$ cat config.mk
export PLATFORM = sky130hd
export DESIGN_NAME = adcres_ring
export DESIGN_NICKNAME = d
export VERILOG_FILES = /design/src/rtl/adcres_pkg.sv /design/src/rtl/adcres_store.sv /design/src/rtl/adcres_ctrl.sv /design/src/rtl/adcres_irq.sv /design/src/rtl/adcres_ring.sv
export SDC_FILE = /design/constraint.sdc
export NUM_CORES = 1
export LEC_CHECK = 0
export BUFFER_PORTS_ARGS = -buffer_cell sky130_fd_sc_hd__clkbuf_2
export CAP_MARGIN = 25
export CORE_ASPECT_RATIO = 1.1
export CORE_MARGIN = 1
export CORE_UTILIZATION = 51
export CTS_CLUSTER_SIZE = 28
export DETAILED_ROUTE_END_ITERATION = 10
export HOLD_SLACK_MARGIN = 0.03
export PLACE_DENSITY_LB_ADDON = 0.05
export SYNTH_ARGS = -nofsm -noshare
export SYNTH_HDL_FRONTEND = slang
export SYNTH_SLANG_ARGS = --single-unit
$ cat constraint.sdc
create_clock -name clk -period 2.5 [get_ports clk]
set_input_delay 0.125 -clock clk [delete_from_list [all_inputs] [get_ports clk]]
set_output_delay 0.125 -clock clk [all_outputs]
set_load 0.005 [all_outputs]
$ cat src/rtl/adcres_pkg.sv
package adcres_pkg;

  typedef enum logic [1:0] {
    IRQ_EACH = 2'b00,
    IRQ_PAIR = 2'b01,
    IRQ_QUAD = 2'b10,
    IRQ_ALT  = 2'b11
  } irq_rate_e;

  // number of writes between interrupt flags for a rate code
  function automatic int unsigned irq_period(input irq_rate_e code);
    case (code)
      IRQ_PAIR: return 2;
      IRQ_QUAD: return 4;
      default:  return 1;
    endcase
  endfunction

endpackage

$ cat src/rtl/adcres_store.sv
module adcres_store #(
  parameter int DATA_W = 10,
  parameter int DEPTH  = 4,
  localparam int AW    = $clog2(DEPTH)
) (
  input  logic              clk,
  input  logic              we,
  input  logic [AW-1:0]     waddr,
  input  logic [DATA_W-1:0] wdata,
  input  logic              re,
  input  logic [AW-1:0]     raddr,
  output logic [DATA_W-1:0] rdata
);

  logic [DATA_W-1:0] mem [DEPTH];

  // single write port, registered read port, read-before-write
  always_ff @(posedge clk) begin
    if (we) mem[waddr] <= wdata;
  end

  always_ff @(posedge clk) begin
    if (re) rdata <= mem[raddr];
  end

endmodule

$ cat src/rtl/adcres_ctrl.sv
module adcres_ctrl #(
  parameter int DEPTH = 4,
  localparam int AW   = $clog2(DEPTH),
  localparam int CW   = $clog2(DEPTH + 1)
) (
  input  logic          clk,
  input  logic          rst,
  input  logic          fifo_on,
  input  logic          start,
  input  logic          wr_in,
  input  logic          adv_in,
  input  logic          ovf_clr,
  output logic          wr_ok,
  output logic [AW-1:0] wr_ptr,
  output logic [AW-1:0] rd_ptr,
  output logic          empty,
  output logic          ovf
);

  logic [CW-1:0] cnt_q, cnt_nxt;
  logic [AW-1:0] wr_nxt, rd_nxt;
  logic          adv_ok, full, ovf_set;

  function automatic logic [AW-1:0] bump(input logic [AW-1:0] p);
    return (p == AW'(DEPTH - 1)) ? '0 : p + 1'b1;
  endfunction

  assign wr_ok   = wr_in && !start;
  assign adv_ok  = adv_in && !start && (cnt_q != '0);
  assign full    = fifo_on ? (cnt_q == CW'(DEPTH)) : (cnt_q != '0);
  assign ovf_set = wr_ok && !adv_ok && full;

  always_comb begin
    cnt_nxt = cnt_q;
    if (start) begin
      cnt_nxt = '0;
    end else begin
      case ({wr_ok, adv_ok})
        2'b10:   cnt_nxt = full ? cnt_q : cnt_q + 1'b1;
        2'b01:   cnt_nxt = cnt_q - 1'b1;
        default: cnt_nxt = cnt_q;
      endcase
      if (!fifo_on && cnt_nxt > CW'(1)) cnt_nxt = CW'(1);
    end
  end

  always_comb begin
    wr_nxt = wr_ptr;
    rd_nxt = rd_ptr;
    if (start || !fifo_on) begin
      wr_nxt = '0;
      rd_nxt = '0;
    end else begin
      if (wr_ok)  wr_nxt = bump(wr_ptr);
      if (adv_ok) rd_nxt = bump(rd_ptr);
    end
  end

  always_ff @(posedge clk) begin
    if (rst) begin
      cnt_q  <= '0;
      wr_ptr <= '0;
      rd_ptr <= '0;
      empty  <= 1'b1;
      ovf    <= 1'b0;
    end else begin
      cnt_q  <= cnt_nxt;
      wr_ptr <= wr_nxt;
      rd_ptr <= rd_nxt;
      empty  <= (cnt_nxt == '0);
      if (ovf_set)      ovf <= 1'b1;
      else if (ovf_clr) ovf <= 1'b0;
    end
  end

  p_ovf_sticky_r4: assert property (@(posedge clk) disable iff (rst)
    (ovf && !ovf_clr) |=> ovf);

  p_start_realign_r7: assert property (@(posedge clk) disable iff (rst)
    start |=> (rd_ptr == '0 && wr_ptr == '0 && empty));

  p_pair_no_ovf_r9: assert property (@(posedge clk) disable iff (rst)
    (!ovf && wr_in && adv_in && !empty && !start) |=> !ovf);

  p_single_slot_r2: assert property (@(posedge clk) disable iff (rst)
    !fifo_on |=> (rd_ptr == '0 && wr_ptr == '0));

  p_empty_read_r5: assert property (@(posedge clk) disable iff (rst)
    (empty && fifo_on && !start && !wr_in) |=> ($stable(rd_ptr) && empty));

endmodule

$ cat src/rtl/adcres_irq.sv
module adcres_irq
  import adcres_pkg::*;
#(
  parameter int MAX_PERIOD = 4,
  localparam int TW        = $clog2(MAX_PERIOD + 1)
) (
  input  logic       clk,
  input  logic       rst,
  input  logic       start,
  input  logic       wr_ok,
  input  logic [1:0] sel,
  input  logic       ack,
  output logic       irq
);

  logic [TW-1:0] wcnt_q;
  logic [TW-1:0] wcnt_inc;
  logic [TW-1:0] period;
  logic          hit;

  assign period   = TW'(irq_period(irq_rate_e'(sel)));
  assign wcnt_inc = wcnt_q + 1'b1;
  assign hit      = wr_ok && (wcnt_inc >= period);

  always_ff @(posedge clk) begin
    if (rst) begin
      wcnt_q <= '0;
      irq    <= 1'b0;
    end else begin
      if (start)      wcnt_q <= '0;
      else if (hit)   wcnt_q <= '0;
      else if (wr_ok) wcnt_q <= wcnt_inc;
      if (hit)      irq <= 1'b1;
      else if (ack) irq <= 1'b0;
    end
  end

  p_irq_hold_r8: assert property (@(posedge clk) disable iff (rst)
    (irq && !ack) |=> irq);

  p_each_write_r8: assert property (@(posedge clk) disable iff (rst)
    (wr_ok && (sel == 2'b00 || sel == 2'b11)) |=> irq);

endmodule

$ cat src/rtl/adcres_ring.sv
module adcres_ring #(
  parameter int DATA_W = 10,
  parameter int DEPTH  = 4,
  localparam int AW    = $clog2(DEPTH)
) (
  input  logic              clk,
  input  logic              rst,
  input  logic              fifo_on,
  input  logic              sw_go,
  input  logic              hw_trig,
  input  logic              res_strobe,
  input  logic [DATA_W-1:0] res_data,
  input  logic              left_just,
  input  logic              rd_hi,
  input  logic              rd_lo,
  input  logic [1:0]        irq_sel,
  input  logic              ovf_clr,
  input  logic              irq_ack,
  output logic [7:0]        rd_byte,
  output logic              empty,
  output logic              ovf,
  output logic [AW-1:0]     rd_ptr,
  output logic              irq
);

  localparam int PAD_W = 16;

  logic              start, adv_in, any_rd, wr_ok;
  logic [AW-1:0]     wr_ptr;
  logic [DATA_W-1:0] word_q;
  logic              hi_q, left_q;
  logic [PAD_W-1:0]  pad;

  assign start  = sw_go || hw_trig;
  assign adv_in = left_just ? rd_hi : rd_lo;
  assign any_rd = rd_hi || rd_lo;

  adcres_ctrl #(.DEPTH(DEPTH)) u_ctrl (
    .clk     (clk),
    .rst     (rst),
    .fifo_on (fifo_on),
    .start   (start),
    .wr_in   (res_strobe),
    .adv_in  (adv_in),
    .ovf_clr (ovf_clr),
    .wr_ok   (wr_ok),
    .wr_ptr  (wr_ptr),
    .rd_ptr  (rd_ptr),
    .empty   (empty),
    .ovf     (ovf)
  );

  adcres_store #(.DATA_W(DATA_W), .DEPTH(DEPTH)) u_store (
    .clk   (clk),
    .we    (wr_ok),
    .waddr (wr_ptr),
    .wdata (res_data),
    .re    (any_rd),
    .raddr (rd_ptr),
    .rdata (word_q)
  );

  adcres_irq #(.MAX_PERIOD(4)) u_irq (
    .clk   (clk),
    .rst   (rst),
    .start (start),
    .wr_ok (wr_ok),
    .sel   (irq_sel),
    .ack   (irq_ack),
    .irq   (irq)
  );

  // byte format captured with the read, applied to the registered word
  always_ff @(posedge clk) begin
    if (rst) begin
      hi_q   <= 1'b0;
      left_q <= 1'b0;
    end else if (any_rd) begin
      hi_q   <= rd_hi;
      left_q <= left_just;
    end
  end

  assign pad     = left_q ? (PAD_W'(word_q) << (PAD_W - DATA_W)) : PAD_W'(word_q);
  assign rd_byte = hi_q ? pad[15:8] : pad[7:0];

  p_peek_hold_r6: assert property (@(posedge clk) disable iff (rst)
    (fifo_on && !start && (left_just ? (rd_lo && !rd_hi) : (rd_hi && !rd_lo)))
      |=> $stable(rd_ptr));

  p_byte_hold_r10: assert property (@(posedge clk) disable iff (rst)
    (!rd_hi && !rd_lo && !res_strobe && !$past(res_strobe)) |=> $stable(rd_byte));

endmodule

==> metrics.md <==
| Metric | Value |
|---|---|
| First-pass GRT wire length | `8.07 mm` |
| Critical Path AT | `2710 ps` |
| Slew Viols, Final | `0` |
| Post-synth EDFFs | `50` |
| Run status | `completed` |
| Global placer's final weighted congestion | `0.798` |
| Clock Path Buffers | `2` |
| Routed wire per std cell | `15.5 µm` |
| Post-Layout Cell Count | `328` |
| DP Area | `3120 µm²` |
| Relative slew slack | `~59%` |
| Setup crit start kind | `flip-flop` |
| Initial core utilization | `54.7%` |
| Max-Cap Viols | `0` |
| Register area | `between 1500 and 2000 µm²` |
| Cell Pwr Density | `approximately 600 nW/µm²` |
| Hold Path Class | `input pin to flip-flop` |
| Setup repair after global routing missed its margin | `true` |
| Antenna violations before repair | `0` |
| Core box area | `5130 µm²` |
| Fin area | `3490 µm²` |
| Worst-Margin Slew | `612 ps` |
| Latest clock arrival within the worst-skew pair | `approximately 330 ps` |
| LEAKAGE | `1.32 nW` |
| Fin. Hold Viols | `0` |
| Setup Skew | `8.57 ps` |
| Largest cells by area after synthesis | `edfxtp_1 53%, dfxtp_1 11%, mux4_2 8.0%, ha_1 7.1%, a22o_1 2.2%` |
| IO Count | `36` |
| Final setup vio count | `0` |
| Via Count | `between 1500 and 2000` |
| Synth Register Bits | `65` |
| Asr flop ratio synth | `0%` |
| Synth Warn # | `0` |
| Inserted Clock Buffers | `9` |
| Die X | `approximately 73 µm` |
| Initial DRC count | `88` |
| # diodes | `0` |
| Die span in y | `79.8 µm` |
| Vias in the first global route | `about 1700` |
| CTS H-tree depth | `3` |
| Fmax | `404 MHz` |
| Fillers | `365` |
| Area of the multi-input gates | `1020 µm²` |
| Worst slack, placed | `-101 ps` |
| Via-per-instance ratio | `5.27` |
| Total gr overflow | `0` |
| Placed Cells | `300` |
| Mapped Cells | `around 190` |
| Largest net degree at the start of global routing | `14` |
| Synth Flop Type | `edfxtp_1` |
| Post-Route WL | `5.07 mm` |
| Util after Layout | `between 60 and 70%` |
| DR pass1 iterations | `5` |
| Synth top area share | `53.5%` |
| Avg Cell Area, Syn | `14.5 µm²` |
| # DRC | `0` |
| PnR worst setup slack | `between 20 and 30 ps` |
| Area Growth Syn to Fin | `24.2%` |
| Yosys top cell by area | `edfxtp_1` |
| CTS tree | `yes` |
| Distinct cell type count after synthesis | `34` |
| Port bufs | `35` |
| Row count | `27` |
| Path type of the worst setup path | `flip-flop to flip-flop` |
| Gr usage total | `19.7%` |
| HPWL Detailed | `about 3.5 mm` |
| Share of layout cells above drive strength 1 | `33.2%` |
| DIE AREA | `5810 µm²` |
| Crit-path max FO | `5` |
| Clk sinks | `65` |
| Req. time, crit path | `2730 ps` |
| Min Tclk post-route | `between 2000 and 2500 ps` |
| Period utilisation layout | `99.0%` |
| Fin nets | `291` |
| Clock transition at the registers of the reported paths | `around 70 ps` |
| Sequential area share after synthesis | `64.2%` |
| Synthesized area | `2810 µm²` |
| CTS Root Buffer Type | `clkbuf_8` |
| Post-Syn Nets | `232` |
| Peak VDD IR | `0.502 mV` |
| CP Capture Type | `flip-flop` |
| DRT antenna net count | `0` |
## layout by cell type, fill, tap and decap left out, drive strengths merged, types with 2 or more instances in the layout
cell type	count
inv	15
o211ai	2
ha	16
nor2b	3
mux2i	5
nor2	14
dlygate4sd3	10
nand2b	2
nand2	13
edfxtp	50
a22o	7
clkbuf	44
dfxtp	15
nor4	2
a21oi	9
mux4	10
clkinv	4
xor2	2
buf	7
and3	4
o21ai	4
nor3	3
## state kept, by name, indices dropped and copies added (netlist names)
signal	flops
hi_q	1
u_store.mem	40
u_irq.irq	1
u_ctrl.ovf	1
u_store.rdata	10
u_ctrl.empty	1
u_ctrl.wr_ptr	2
left_q	1
u_ctrl.cnt_q	3
u_irq.wcnt_q	3
u_ctrl.rd_ptr	2
## path summary, 6_finish.rpt
| path | from | to | slack, ps | depth (start not counted) |
|---|---|---|---|---|
| hold / removal | rd_hi | hi_q$_SDFFE_PP0P_ | 50 | 3 |
| hold reg to reg | u_irq.wcnt_q[1]$_SDFFE_PP0P_ | u_irq.wcnt_q[1]$_SDFFE_PP0P_ | 480 | 2 |
| setup / recovery | u_ctrl.cnt_q[1]$_SDFF_PP0_ | u_ctrl.cnt_q[0]$_SDFF_PP0_ | 30 | 11 |
| setup reg to reg | u_ctrl.cnt_q[1]$_SDFF_PP0_ | u_ctrl.cnt_q[0]$_SDFF_PP0_ | 30 | 11 |
## final cells by class
cell class              count  share of cell area, %
flip-flops and latches     65                   51.9
multi-input cells         109                   29.2
repair buffers             52                   9.40
clock buffers               9                   3.55
well taps                  72                   2.58
clock inverters             6                   1.72
inverters                  15                   1.69
## power by group
group          total, mW  internal (mW)  leakage (nW)  switching, mW
Clock              0.839          0.449        0.0925          0.390
Combinational      0.117         0.0593         0.640         0.0576
Sequential          1.18           1.18         0.587        0.00773
Total               2.14           1.68          1.32          0.455
## routing by layer
layer	up-vias	routed length (µm)	track usage (%)
met2	58	2480	31.6
met5	-	0	0
li1	844	-	-
met3	6	275	7.07
met1	821	2260	23.8
met4	0	57	9.02
## worst max-delay path, stage by stage, from the launching register on
cell,delay (ps)
dfxtp_4,370
inv_2,40
ha_4,160
ha_4,140
or4_4,540
inv_4,80
ha_4,170
nand2b_4,140
nor4_4,40
a2111oi_4,310
o211ai_1,170
a22o_1,200
## cells in the mapped netlist, drive strengths merged (2+ instances only)
cell type,number
edfxtp,50
nor4,2
and3,4
xor2,2
mux4,10
dfxtp,15
nor2,14
nor2b,3
inv,15
nor3,3
a22o,7
a21oi,9
o211ai,2
nand2b,2
o21ai,4
ha,16
nand2,13
clkbuf,3
mux2i,5
## logic make-up (layout without fill, tap and decap cells)
logic type / count (synthesis) / after routing / synth area share [%]
xor gates and xnor gates: 3 / 3 / 0.936
buffers and inverters: 19 / 82 / 2.58
muxes: 16 / 16 / 10.2
and+or+nand+nor: 46 / 46 / 8.11
adders and majority gates: 16 / 16 / 7.13
AOI/OAI and AO/OA: 28 / 28 / 6.86
DFF: 65 / 65 / 64.2
## through the flow
stage          setup TNS, ps  hold WS (ps)  power [mW]
3_5_place_dp            -180           345        1.31
5_1_grt                -83.5          42.3        2.23
3_3_place_gp               0           336        1.31
6_report                   0          50.3        2.14
2_1_floorplan              0           197        1.26
4_1_cts                    0          36.4        2.16
## timing repair
action,CTS,global route
setup buffers,1,2
pin swaps,1,7
hold buffers,10,0
endpoints found under the hold margin,40,0
resized for setup,3,10
endpoints found under the setup margin,2,2
Note: power is estimated with default switching activity, not from simulation.
